==> src/rtl/pirq_pkg.sv <==
package pirq_pkg;
    localparam int          NUM_PINS  = 8;
    localparam int          NUM_IRQS  = 16;
    localparam int          DATA_W    = 8;
    localparam int          ADDR_W    = 4;
    localparam int          SEL_W     = 4;
    localparam int          DIS_BIT   = 7;
    localparam logic [15:0] PERMIT    = 16'hDEF8;
    localparam logic [7:0]  REG_RESET = 8'h80;
    localparam logic [7:0]  KEEP_MASK = 8'h8F;
endpackage

==> src/rtl/pirq_regfile.sv <==
module pirq_regfile
    import pirq_pkg::*;
#(
    parameter int          N_PINS = NUM_PINS,
    parameter int          DW     = DATA_W,
    parameter int          AW     = ADDR_W,
    parameter logic [DW-1:0] RST_VAL = REG_RESET,
    parameter logic [DW-1:0] KEEP    = KEEP_MASK
) (
    input  logic                 clk,
    input  logic                 rst_n,
    input  logic                 we,
    input  logic                 re,
    input  logic [AW-1:0]        addr,
    input  logic [DW-1:0]        wdata,
    output logic [DW-1:0]        rdata,
    output logic [N_PINS*DW-1:0] regs_now,
    output logic [N_PINS*DW-1:0] regs_next
);
    typedef struct packed {
        logic [N_PINS-1:0][DW-1:0] regs;
        logic [DW-1:0]             rdata;
    } rf_state_t;

    rf_state_t st_d, st_q;
    logic      in_range;
    logic [AW-1:0] idx;

    assign in_range = (addr >= AW'(1)) && (addr <= AW'(N_PINS));
    assign idx      = addr - AW'(1);

    always_comb begin
        st_d = st_q;
        if (re) begin
            st_d.rdata = RST_VAL;
            for (int p = 0; p < N_PINS; p++) begin
                if (in_range && idx == AW'(p)) begin
                    st_d.rdata = st_q.regs[p];
                end
            end
        end
        if (we && in_range) begin
            for (int p = 0; p < N_PINS; p++) begin
                if (idx == AW'(p)) begin
                    st_d.regs[p] = wdata & KEEP;
                end
            end
        end
    end

    always_ff @(posedge clk) begin
        if (!rst_n) begin
            st_q.regs  <= {N_PINS{RST_VAL}};
            st_q.rdata <= RST_VAL;
        end else begin
            st_q <= st_d;
        end
    end

    assign rdata     = st_q.rdata;
    assign regs_now  = st_q.regs;
    assign regs_next = st_d.regs;
endmodule

==> src/rtl/pirq_valid.sv <==
module pirq_valid
    import pirq_pkg::*;
#(
    parameter int          N_PINS = NUM_PINS,
    parameter int          DW     = DATA_W,
    parameter int          SW     = SEL_W,
    parameter int          N_IRQS = NUM_IRQS,
    parameter int          DIS    = DIS_BIT,
    parameter logic [N_IRQS-1:0] ALLOW = PERMIT
) (
    input  logic [N_PINS*DW-1:0] regs,
    output logic [N_PINS-1:0]    ok,
    output logic [N_PINS*SW-1:0] sel
);
    for (genvar p = 0; p < N_PINS; p++) begin : g_pin
        logic [DW-1:0] r;
        logic [SW-1:0] s;
        assign r = regs[p*DW +: DW];
        assign s = r[SW-1:0];
        assign sel[p*SW +: SW] = s;
        assign ok[p] = !r[DIS] && ALLOW[s];
    end
endmodule

==> src/rtl/pirq_merge.sv <==
module pirq_merge
    import pirq_pkg::*;
#(
    parameter int N_PINS = NUM_PINS,
    parameter int N_IRQS = NUM_IRQS,
    parameter int SW     = SEL_W
) (
    input  logic [N_PINS-1:0]    ok,
    input  logic [N_PINS*SW-1:0] sel,
    input  logic [N_PINS-1:0]    active,
    output logic [N_IRQS-1:0]    irq_act
);
    for (genvar i = 0; i < N_IRQS; i++) begin : g_irq
        logic hit;
        always_comb begin
            hit = 1'b0;
            for (int p = 0; p < N_PINS; p++) begin
                if (ok[p] && active[p] && sel[p*SW +: SW] == SW'(i)) begin
                    hit = 1'b1;
                end
            end
        end
        assign irq_act[i] = hit;
    end
endmodule

==> src/rtl/pirq_router.sv <==
module pirq_router
    import pirq_pkg::*;
(
    input  logic                clk,
    input  logic                rst_n,
    input  logic                reg_we,
    input  logic                reg_re,
    input  logic [ADDR_W-1:0]   reg_pin,
    input  logic [DATA_W-1:0]   reg_wdata,
    output logic [DATA_W-1:0]   reg_rdata,
    input  logic [NUM_PINS-1:0] pin_n,
    output logic [NUM_IRQS-1:0] irq_n,
    output logic [NUM_PINS-1:0] route_ok
);
    localparam int REG_BITS = NUM_PINS * DATA_W;
    localparam int SEL_BITS = NUM_PINS * SEL_W;

    typedef struct packed {
        logic [NUM_PINS-1:0] pin_n;
        logic [NUM_IRQS-1:0] irq_n;
    } io_state_t;

    io_state_t st_d, st_q;

    logic [REG_BITS-1:0] regs_now, regs_next;
    logic [NUM_PINS-1:0] ok_now, ok_next;
    logic [SEL_BITS-1:0] sel_now, sel_next;
    logic [NUM_IRQS-1:0] irq_act;

    pirq_regfile u_regs (
        .clk       (clk),
        .rst_n     (rst_n),
        .we        (reg_we),
        .re        (reg_re),
        .addr      (reg_pin),
        .wdata     (reg_wdata),
        .rdata     (reg_rdata),
        .regs_now  (regs_now),
        .regs_next (regs_next)
    );

    // Status follows the stored registers.
    pirq_valid u_valid_now (
        .regs (regs_now),
        .ok   (ok_now),
        .sel  (sel_now)
    );

    // Output routing uses the register value being written this cycle.
    pirq_valid u_valid_next (
        .regs (regs_next),
        .ok   (ok_next),
        .sel  (sel_next)
    );

    pirq_merge u_merge (
        .ok      (ok_next),
        .sel     (sel_next),
        .active  (~st_q.pin_n),
        .irq_act (irq_act)
    );

    always_comb begin
        st_d       = st_q;
        st_d.pin_n = pin_n;
        st_d.irq_n = ~irq_act;
    end

    always_ff @(posedge clk) begin
        if (!rst_n) begin
            st_q.pin_n <= '1;
            st_q.irq_n <= '1;
        end else begin
            st_q <= st_d;
        end
    end

    assign irq_n    = st_q.irq_n;
    assign route_ok = ok_now;

    logic unused_sel;
    assign unused_sel = ^sel_now;
endmodule

==> config.mk <==
export PLATFORM = sky130hd
export DESIGN_NAME = pirq_router
export DESIGN_NICKNAME = d
export VERILOG_FILES = /design/src/rtl/pirq_pkg.sv /design/src/rtl/pirq_regfile.sv /design/src/rtl/pirq_valid.sv /design/src/rtl/pirq_merge.sv /design/src/rtl/pirq_router.sv
export SDC_FILE = /design/constraint.sdc
export NUM_CORES = 1
export LEC_CHECK = 0
export BUFFER_PORTS_ARGS = -buffer_cell sky130_fd_sc_hd__buf_2
export CORE_MARGIN = 1
export CORE_UTILIZATION = 66
export DETAILED_ROUTE_END_ITERATION = 6
export PLACE_DENSITY = 0.87
export SLEW_MARGIN = 20
export SYNTH_ARGS = -nofsm -noshare
export SYNTH_HDL_FRONTEND = slang
export SYNTH_HIERARCHICAL = 1
export SYNTH_SLANG_ARGS = --single-unit
==> constraint.sdc <==
create_clock -name clk -period 7.7 [get_ports clk]
set_input_delay 0.385 -clock clk [delete_from_list [all_inputs] [get_ports clk]]
set_output_delay 0.385 -clock clk [all_outputs]
set_load 0.02 [all_outputs]
Yosys cells after proc, flatten, opt, wreduce, memory -nomap -nowiden --
Memory sizes are Yosys's and may differ from the RTL's. A register that Yosys moved wholly into a read port is not among the register bits. Cells that the tools add are included.
Word-level totals: input bits 24, bits in read-only memories 256, output and inout port bits 32, memories kept 16, logic and storage cells 531, register bits 72
Operators by class: multiplexer cells 169, order comparisons 18, bitwise operators 2, equality and inequality tests 127, add/sub/neg operators 1, reduce and logical (&&, ||, !) cells 187
Memories:
- (name not given) | words 16, bits a word 1, read ports 1, clocked after memory_dff 0, wr ports 0, line pirq_valid.sv:21 | assign ok[p] = !r[DIS] && ALLOW[s];
- (name not given) | words 16, bits a word 1, read ports 1, clocked after memory_dff 0, wr ports 0, line pirq_valid.sv:21
- (name not given) | words 16, bits a word 1, read ports 1, clocked after memory_dff 0, wr ports 0, line pirq_valid.sv:21
- (name not given) | words 16, bits a word 1, read ports 1, clocked after memory_dff 0, wr ports 0, line pirq_valid.sv:21
- (name not given) | words 16, bits a word 1, read ports 1, clocked after memory_dff 0, wr ports 0, line pirq_valid.sv:21
- (name not given) | words 16, bits a word 1, read ports 1, clocked after memory_dff 0, wr ports 0, line pirq_valid.sv:21
- 10 more memories
Operator list (number):
- $eq A4 B4 Y1 const B | 64
- $logic_and A1 B1 Y1 | 162
- $eq A4 B3 Y1 const B | 36
- $mux W1 | 144
- $mux W8 | 16
- $lt A4 B5 Y1 const B | 16
- $eq A4 B2 Y1 const B | 18
- $mux W64 | 1
- $eq A4 B1 Y1 const B | 9
- $logic_not A4 Y1 | 9
- $mux W4 | 8
- $logic_not A1 Y1 | 16
- $not A16 Y16 | 1
- $not A8 Y8 | 1
- $ge A4 B1 Y1 const B | 1
- $le A4 B4 Y1 const B | 1
- $sub A4 B1 Y4 const B | 1

Depth between registers and ports, before layout --
Gate-level depths: netlist (run 1).
depth after elaboration 18, mapped depth 13, mapped depth without buffers 9

By module --
Netlist (run 1), hierarchy kept.
Modules (own cells, without submodules):
- pirq_regfile | instances 1, seq. area each 1441.4 sq um, area each 3423.3 sq um, cells each 369
- pirq_merge | instances 1, seq. area each 0.0 sq um, area each 1351.3 sq um, cells each 182
- pirq_valid | instances 2, seq. area each 0.0 sq um, area each 470.5 sq um, cells each 64
- pirq_router | instances 1, seq. area each 480.5 sq um, area each 772.0 sq um, cells each 74

Worst setup path after synthesis (run 1) --
OpenSTA, ideal clock, no wires.
path kind input port to flip-flop, start point in reg_pin[2], end point reg irq_n[12] (netlist name), buffers on the path 3, required time 7.588 ns, arrival time 2.930 ns, library setup time 0.112 ns, path slack 4.658 ns, stages on the path 12, path through buf_6 or2_2 buf_2 nor2_2 mux2_2 and4b_1 nor4_1 nor4bb_1 a22oi_1 nand4_1 buf_4 nand2_1
Between the ends: cells in the longest elaborated chain, start to end 18, elaborated cells between the ends (all ways) 87, those cells by class add/sub (1); order compare (2); eq/ne (15); mux (25); bitwise (1); reduce/logical (35); memory (8)
Ends and longest elaborated chain:
- from (decl) | line pirq_router.sv:8 | input logic [ADDR_W-1:0] reg_pin,
- $sub A4 B1 Y4 (tied with other cells) | line pirq_regfile.sv:30 | assign idx = addr - AW'(1);
- $logic_not A4 Y1 / $logic_and A1 B1 Y1 (equally long branches) | line pirq_regfile.sv:44, pirq_regfile.sv:29
- $mux W8 / $logic_and A1 B1 Y1 (equally long branches) | line pirq_regfile.sv:44, pirq_regfile.sv:42
- $mux W64 (*) | line pirq_regfile.sv:42 | if (we && in_range) begin
- via regs_next[3] | line pirq_router.sv:25 | logic [REG_BITS-1:0] regs_now, regs_next;
- $mem_v2 Z16 W1 (*)
- $mux W1 (not written as such) (*) | line pirq_valid.sv:21
- $logic_and A1 B1 Y1 (*) | line pirq_valid.sv:21
- via ok_next[0] | line pirq_router.sv:26 | logic [NUM_PINS-1:0] ok_now, ok_next;
- $logic_and A1 B1 Y1 (*) (2 in series) | line pirq_merge.sv:18 | if (ok[p] && active[p] && sel[p*SW +: SW] == SW'(i)) begin
- $mux W1 (*) (8 in series) | line pirq_merge.sv:18
- via u_merge.g_irq[12].hit | line pirq_merge.sv:14 | logic hit;
- $not A16 Y16 (*) | line pirq_router.sv:66 | st_d.irq_n = ~irq_act;
Mark *: on every way through the listed nets, which the timed path passes. The rest lies on a longest branch. The select of a mux whose other input is x is not followed. A chain may end at the register's enable or synchronous reset.

Worst setup path in the final report (run 1) --
start point in reg_pin[0], end point reg irq_n[8] (netlist name)
Between the ends: elaborated cells between the ends (all ways) 87, those cells by class add/sub (1); order compare (2); eq/ne (15); mux (25); bitwise (1); reduce/logical (35); memory (8)
RTL lines:
- $sub A4 B1 Y4 (tied with other cells) | line pirq_regfile.sv:30
- $eq A4 B3 Y1 / $logic_and A1 B1 Y1 (equally long branches) | line pirq_regfile.sv:44, pirq_regfile.sv:29
- $mux W8 / $logic_and A1 B1 Y1 (equally long branches) | line pirq_regfile.sv:44, pirq_regfile.sv:42
- $mux W64 (*) | line pirq_regfile.sv:42
- via regs_next[51] | line pirq_router.sv:25
- $mem_v2 Z16 W1 (*)
- $mux W1 (not written as such) (*) | line pirq_valid.sv:21
- $logic_and A1 B1 Y1 (*) | line pirq_valid.sv:21
- via ok_next[6] | line pirq_router.sv:26
- $logic_and A1 B1 Y1 (*) (2 in series) | line pirq_merge.sv:18
- $mux W1 (*) (2 in series) | line pirq_merge.sv:18
- via irq_act[8] | line pirq_router.sv:28 | logic [NUM_IRQS-1:0] irq_act;
- $not A16 Y16 (*) | line pirq_router.sv:66
Marks and branches as above.

==> results of run 1 <==
[power breakdown]
part           switching (mW)  total, mW  internal, mW
clock network           0.199      0.334         0.135
logic                  0.0584     0.0887        0.0303
registers             0.00499      0.508         0.503
total                   0.263      0.931         0.668
[registers in the layout (all words and copies together), names as in the netlist]
name / cells
u_regs/rdata: 8
st_q: 8
u_regs/regs_now: 64
irq_n: 16
[metal layers]
metal | wire length, um | GRT usage
met5 | 0 | 0
met4 | 267 | 0.1033
met1 | 7123 | 0.4882
met3 | 1586 | 0.05225
met2 | 6983 | 0.5179
[critical path, delay by kind of cell]
| kind | cells | cell delay (ps) |
|---|---|---|
| AO/OA/AOI/OAI | 1 | 220 |
| buffers and inverters | 1 | 600 |
| multiplexers | 1 | 490 |
| AND/OR/NAND/NOR | 7 | 2680 |
[final cells by class]
| cell class | instances | area (um2) | area share |
|---|---|---|---|
| Clock buffer | 10 | 137.6 | 0.02281 |
| Clock inverter | 6 | 57.56 | 0.009540 |
| Inverter | 29 | 108.9 | 0.01804 |
| Multi-Input combinational cell | 473 | 3405 | 0.5643 |
| Sequential cell | 96 | 1922 | 0.3185 |
| Tap cell | 108 | 135.1 | 0.02240 |
| Timing Repair Buffer | 53 | 267.8 | 0.04438 |
[path summary, 6_finish.rpt]
| path | from | to | depth (start not counted) |
|---|---|---|---|
| worst max-delay path | reg_pin[0] | irq_n[8] | 10 |
| worst min-delay path | pin_n[1] | st_q[17] | 2 |
| worst max register to register | u_regs/regs_now[51] | irq_n[8] | 7 |
| worst min register to register | u_regs/regs_now[45] | u_regs/regs_now[45] | 2 |
[layout by cell type (no fill, tap or decap), types with 4 or more instances in the layout]
cell type	n
sky130_fd_sc_hd__mux2_4	4
sky130_fd_sc_hd__a21oi_1	20
sky130_fd_sc_hd__nor4_1	17
sky130_fd_sc_hd__nand3_1	5
sky130_fd_sc_hd__or2_2	11
sky130_fd_sc_hd__inv_1	29
sky130_fd_sc_hd__nand2b_1	12
sky130_fd_sc_hd__nor4bb_1	6
sky130_fd_sc_hd__a22oi_1	39
sky130_fd_sc_hd__a211oi_1	24
sky130_fd_sc_hd__and3_1	20
sky130_fd_sc_hd__and4_1	6
sky130_fd_sc_hd__and2_1	40
sky130_fd_sc_hd__nand4b_1	6
sky130_fd_sc_hd__o22ai_1	7
sky130_fd_sc_hd__a221oi_1	6
sky130_fd_sc_hd__mux2i_1	7
sky130_fd_sc_hd__a32oi_1	4
sky130_fd_sc_hd__mux2_2	37
sky130_fd_sc_hd__a2bb2oi_1	4
sky130_fd_sc_hd__nor3_1	35
sky130_fd_sc_hd__clkbuf_8	10
sky130_fd_sc_hd__o31ai_1	7
sky130_fd_sc_hd__nand2_1	23
sky130_fd_sc_hd__buf_2	52
sky130_fd_sc_hd__or2b_1	6
sky130_fd_sc_hd__o21ai_0	8
sky130_fd_sc_hd__o32ai_1	12
sky130_fd_sc_hd__or4_1	4
sky130_fd_sc_hd__nor2b_1	14
sky130_fd_sc_hd__nand3b_1	4
sky130_fd_sc_hd__nor2_1	23
sky130_fd_sc_hd__dfxtp_1	96
sky130_fd_sc_hd__and4b_1	24
sky130_fd_sc_hd__nand4_1	14
==> flow_summary.rst, run 1 <==
.. list-table::
   :header-rows: 1

   * - Metric
     - Value
   * - DIE AREA
     - 9649 um2
   * - Worst clock skew on the final layout
     - 9.345 ps
   * - Type of destination of the critical path
     - register
   * - Worst relative slew slack
     - 0.2612
   * - Core utilization of the finished layout
     - 0.6818
   * - Die Width
     - 98.23 um
   * - Number of violations of the max-capacitance limit
     - 0
   * - Number of search-and-repair iterations in the first detailed-routing pass
     - 7
   * - Final number of hold-violating endpoints
     - 0
   * - Number of global-route vias before repair
     - 4818
   * - Filler cell count in the final layout
     - slightly above 700
   * - Ports
     - 56
   * - Global-route wire length before repair
     - around 25 mm
   * - Total count of max-transition violations in the final report
     - 0
   * - DRC violations left
     - 7
   * - Sum of internal, switching and leakage power
     - 931.1 uW
   * - P_leak
     - 2.340 nW
   * - Final clock period utilization by the worst path
     - 0.5386
   * - Type of the most critical hold path
     - in -> reg
   * - Clock-pin slew reported for the worst setup and hold paths after clock tree synthesis
     - 100 ps
   * - Fraction of final layout cells sized beyond drive strength 1
     - 0.1949
   * - Summed instance area of the synthesized netlist
     - between 6000 and 7000 um2
   * - Post CTS Setup Buffer Count
     - 0
   * - CTS sink count
     - 96
   * - Maximum fanout along the worst path
     - 43
   * - Sum of routed wire length over all layers
     - about 16 mm
   * - Total power per unit cell area
     - 154.3 nW/um2
   * - Final WS setup
     - 3553 ps
   * - Routability Congestion
     - 0.9025
   * - Total routing resource utilization after global routing
     - 0.3378
   * - Total core area
     - 8848 um2
   * - Worst skew pair latency
     - ~380 ps
   * - Total vias in the final route
     - 5325
   * - Floorplan die height
     - 98.23 um
   * - Via-per-instance ratio
     - 6.871
   * - Data required time at the worst endpoint
     - around 8000 ps
   * - Inserted Clock Buffers
     - 9
   * - Pin count of the biggest net entering global routing
     - 76
   * - WL per Instance
     - just over 20 um
   * - Maximum ir drop on the vdd rail
     - 0.09757 mV
   * - Violation count after the first detailed-routing iteration
     - 655
   * - Cell area after placement
     - 5838 um2
   * - Slew at the pin closest to its max-slew limit
     - around 1100 ps
   * - PortBufs
     - 52
   * - Post-cts gate resize count
     - 0
   * - Total gr overflow
     - 0
   * - Highest Clock Rate
     - 241.1 MHz
   * - Final hold slack
     - 174.8 ps
   * - Cts-stage hold buffer count
     - 0
   * - Number of cells in the finished layout apart from fillers
     - 775
   * - Number of instances in the synthesized netlist
     - 697
   * - Slack of the worst reg-to-reg path
     - 4750 ps
   * - Detailed placer's ending HPWL
     - 11.72 mm
   * - Initial core utilization
     - 0.6908
   * - Final standard cell area without fillers
     - a little over 6000 um2
   * - Post-layout min period
     - 4147 ps
   * - Post-synthesis area per instance
     - 8.769 um2
   * - Number of nets in the finished design
     - 686
   * - Buffer levels on the longest clock path
     - 2
   * - Setup tns final
     - 0 ps
   * - Startpoint Class
     - primary input
   * - Row count
     - 34
   * - Post-Place Cells
     - 759
   * - Post-route ant nets
     - 0
   * - Diodes inserted
     - 0
   * - Place WS
     - 3355 ps
   * - CTS tree
     - yes
   * - Worst-path cell chain
     - buf_2 > and2_1 > and3_1 > mux2_2 > and4b_1 > nor4_1 > nor4bb_1 > a22oi_1 > nand4_1 > nand2_1
   * - Maximum level of the CTS H-tree
     - 3
   * - Antenna violations before repair
     - 0
   * - Violations in the final reports
     - design-rule violations
   * - RSZ-0062 raised after global routing
     - no
   * - Warnings, synthesis
     - 6
   * - Peak per-stage delay on the critical path
     - 920 ps
   * - Crit Path Category
     - in -> reg
   * - Area growth from synthesis to layout
     - -1.290%
   * - Status
     - complete, but fails checks
   * - Worst-path cell with the longest stage delay
     - sky130_fd_sc_hd__nor4bb_1
   * - CP arrival
     - around 4400 ps
   * - Net count of the mapped netlist
     - 721
   * - Clk root buf
     - sky130_fd_sc_hd__clkbuf_8
   * - Final setup vio count
     - 0
(Power assumes the default switching activity.)
==> run 2: changes to the inputs <==
--- a/config.mk
+++ b/config.mk
@@ -7,9 +7,9 @@
 export LEC_CHECK = 0
 export BUFFER_PORTS_ARGS = -buffer_cell sky130_fd_sc_hd__buf_2
 export CORE_MARGIN = 1
-export CORE_UTILIZATION = 66
+export CORE_UTILIZATION = 61
 export DETAILED_ROUTE_END_ITERATION = 6
-export PLACE_DENSITY = 0.87
+export PLACE_DENSITY = 0.81
 export SLEW_MARGIN = 20
 export SYNTH_ARGS = -nofsm -noshare
 export SYNTH_HDL_FRONTEND = slang
==> constraint.sdc (replaced) <==
create_clock -name clk -period 4.2 [get_ports clk]
set_input_delay 0.21 -clock clk [delete_from_list [all_inputs] [get_ports clk]]
set_output_delay 0.21 -clock clk [all_outputs]
set_load 0.02 [all_outputs]
==> run 2 against run 1 <==
Effect of this change: the flow now finishes without violations; sequential power up 83%; sequential cell count unchanged; total power up 82%; worst setup slack worse by 2700 ps; critical path depth up 1; global-route usage down 1.6 points; first-iteration DRC count down 28%; sequential share of layout area down 0.41 points; clock skew about the same; routed wire length up 1.3%; combinational power up 84%; largest power group unchanged.
==> flow_summary.rst, run 2 (synthesis results as in run 1) <==
.. list-table::
   :header-rows: 1

   * - Metric
     - Value
   * - Post-cts gate resize count
     - 0 (unchanged)
   * - Slack of the worst reg-to-reg path
     - 1660 ps (was 4750 ps)
   * - CTS tree
     - yes (unchanged)
   * - Sink of the worst hold path
     - st_q[17] (unchanged)
   * - Cell area after placement
     - 5922 um2 (was 5838 um2)
   * - PortBufs
     - 52 (unchanged)
   * - Min-Delay Path Depth
     - 2 (unchanged)
   * - Final hold slack
     - 9.221 ps (was 174.8 ps)
   * - Type of destination of the critical path
     - register (unchanged)
   * - Hold Startpoint
     - pin_n[1] (unchanged)
   * - Maximum fanout along the worst path
     - 36 (was 43)
   * - DIE AREA
     - 10420 um2 (was 9649 um2)
   * - Area growth from synthesis to layout
     - -0.00003272% (was -1.290%)
   * - Diodes inserted
     - 0 (unchanged)
   * - Highest Clock Rate
     - 301.6 MHz
   * - Data required time at the worst endpoint
     - 4450 ps (was 7950 ps)
   * - Worst relative slew slack
     - 0.5034 (was 0.2612)
   * - Slew at the pin closest to its max-slew limit
     - 742.2 ps (was 1093 ps)
   * - Final standard cell area without fillers
     - 6112 um2 (was 6033 um2)
   * - CP arrival
     - 3560 ps (was 4400 ps)
   * - Most common cell after layout, fill and taps aside
     - sky130_fd_sc_hd__dfxtp_1 (unchanged)
   * - CTS sink count
     - 96 (unchanged)
   * - Total power per unit cell area
     - 277.7 nW/um2 (was 154.3 nW/um2)
   * - Maximum ir drop on the vdd rail
     - 0.1612 mV (was 0.09757 mV)
   * - Fraction of final layout cells sized beyond drive strength 1
     - 0.1988 (was 0.1949)
   * - Total count of max-transition violations in the final report
     - 0 (unchanged)
   * - Startpoint Class
     - primary input (unchanged)
   * - Global-route wire length before repair
     - 25.39 mm (about the same)
   * - Cell depth of the worst flop-to-flop path
     - 7 (unchanged)
   * - Ports
     - 56 (unchanged)
   * - WL per Instance
     - 20.03 um (was 20.59 um)
   * - Post CTS Setup Buffer Count
     - 0 (unchanged)
   * - Core utilization of the finished layout
     - 0.6282 (was 0.6818)
   * - Clk root buf
     - sky130_fd_sc_hd__clkbuf_8 (unchanged)
   * - Worst clock skew on the final layout
     - 9.374 ps (was 9.345 ps)
   * - Total vias in the final route
     - 5321 (was 5325)
   * - Detailed placer's ending HPWL
     - 11.85 mm (was 11.72 mm)
   * - Die Width
     - 102.1 um (was 98.23 um)
   * - Clock-pin slew reported for the worst setup and hold paths after clock tree synthesis
     - 90 ps (was 100 ps)
   * - Maximum level of the CTS H-tree
     - 3 (unchanged)
   * - Row count
     - 36 (was 34)
   * - Max FFs per register
     - 64 (unchanged)
   * - Number of search-and-repair iterations in the first detailed-routing pass
     - 5 (was 7)
   * - Crit Path Category
     - in -> reg (unchanged)
   * - Post-route ant nets
     - 0 (unchanged)
   * - Status
     - finished clean (was complete, but fails checks)
   * - Place WS
     - 579.9 ps (was 3355 ps)
   * - Startpoint of the worst register-to-register path
     - u_regs/regs_now[19] (was u_regs/regs_now[51])
   * - Buffer levels on the longest clock path
     - 2 (unchanged)
   * - Setup tns final
     - 0 ps (unchanged)
   * - Routability Congestion
     - 0.9595 (was 0.9025)
   * - Number of global-route vias before repair
     - 4744 (was 4818)
   * - Floorplan die height
     - 102.1 um (was 98.23 um)
   * - Number of violations of the max-capacitance limit
     - 0 (unchanged)
   * - P_leak
     - 2.366 nW (was 2.340 nW)
   * - Violation count after the first detailed-routing iteration
     - 470 (was 655)
   * - Worst skew pair latency
     - 370 ps (was 380 ps)
   * - Final clock period utilization by the worst path
     - 0.7894
   * - Final WS setup
     - 884.5 ps (was 3553 ps)
   * - Pin count of the biggest net entering global routing
     - 55 (was 76)
   * - Post-layout min period
     - 3315 ps
   * - Total gr overflow
     - 0 (unchanged)
   * - Antenna violations before repair
     - 0 (unchanged)
   * - DRC violations left
     - 0 (was 7)
   * - RSZ-0062 raised after global routing
     - no (unchanged)
   * - Sum of routed wire length over all layers
     - 16.17 mm (was 15.96 mm)
   * - Cts-stage hold buffer count
     - 0 (unchanged)
   * - Final setup vio count
     - 0 (unchanged)
   * - Inserted Clock Buffers
     - 9 (unchanged)
   * - Number of nets in the finished design
     - 693 (was 686)
   * - Highest-count cells in the layout ignoring fill and taps
     - sky130_fd_sc_hd__dfxtp_1 (96), sky130_fd_sc_hd__buf_2 (52), sky130_fd_sc_hd__and2_1 (40) (unchanged)
   * - Initial core utilization
     - 0.6282 (was 0.6908)
   * - Type of the most critical hold path
     - in -> reg (unchanged)
   * - Final number of hold-violating endpoints
     - 0 (unchanged)
   * - Total routing resource utilization after global routing
     - 0.3215 (was 0.3378)
   * - Filler cell count in the final layout
     - 850 (was 712)
   * - R2r endpoint
     - irq_n[6] (was irq_n[8])
   * - Total core area
     - 9729 um2 (was 8848 um2)
   * - Via-per-instance ratio
     - 6.594 (was 6.871)
## run 2: changes by cell type in the layout (fill, tap and decap cells not counted)
cell / delta
sky130_fd_sc_hd__buf_4: +7
sky130_fd_sc_hd__bufinv_16: +1
sky130_fd_sc_hd__clkbuf_1: +3
sky130_fd_sc_hd__clkbuf_8: -1
sky130_fd_sc_hd__clkinv_4: +1
sky130_fd_sc_hd__clkinvlp_4: +1
sky130_fd_sc_hd__inv_6: -3
sky130_fd_sc_hd__inv_8: -2
## run 2: routing by layer
layer	GRT usage	wire length, um	vias to the layer above
li1	-	-	2495
met1	0.4543	7278	2553
met4	0.09231	219	0
met2	0.4930	7164	249
met3	0.06772	1504	24
met5	0	0	-
## run 2: worst max-delay path by stage
stage | to | from | cells after the start
final | irq_n[8] | reg_pin[1] | 11
after global routing | irq_n[6] | reg_pin[1] | 10
after CTS | irq_n[8] | reg_pin[1] | 11
after detailed placement | irq_n[8] | reg_pin[1] | 11
after global placement | irq_n[8] | reg_pin[1] | 11
after floorplan | irq_n[12] | reg_pin[2] | 12
## run 2: area by class of cell
class / count / area (um2) / area share
Multi-Input combinational cell: 473 / 3405 / 0.5570
Sequential cell: 96 / 1922 / 0.3144
Timing Repair Buffer: 60 / 320.3 / 0.05241
Tap cell: 133 / 166.4 / 0.02723
Clock buffer: 12 / 135.1 / 0.02211
Inverter: 29 / 108.9 / 0.01781
Clock inverter: 4 / 55.05 / 0.009007
## run 2: per-stage QoR
| step | cells | power (mW) |
|---|---|---|
| global placement | 791 | 1.105 |
| floorplan | 697 | 1.078 |
| detailed placement | 791 | 1.111 |
| global route | 807 | 1.763 |
| CTS | 807 | 1.708 |
| finish | 807 | 1.697 |
## run 2: worst max-delay path: stages
cell and delay, ps:
sky130_fd_sc_hd__buf_2 300, sky130_fd_sc_hd__nand3b_1 290, sky130_fd_sc_hd__nor2_1 600, sky130_fd_sc_hd__mux2_2 520, sky130_fd_sc_hd__and4b_1 220, sky130_fd_sc_hd__nor4_1 320, sky130_fd_sc_hd__buf_4 190, sky130_fd_sc_hd__nor4bb_1 430
sky130_fd_sc_hd__a22oi_1 250, sky130_fd_sc_hd__nand4_1 170, sky130_fd_sc_hd__nand2_1 60
## run 2: report_power, final
group          internal [mW]  total, mW  leakage, nW  switching, mW
Sequential             0.922      0.931        0.778        0.00929
Clock                  0.278      0.603       0.0908          0.325
Combinational         0.0565      0.163         1.50          0.106
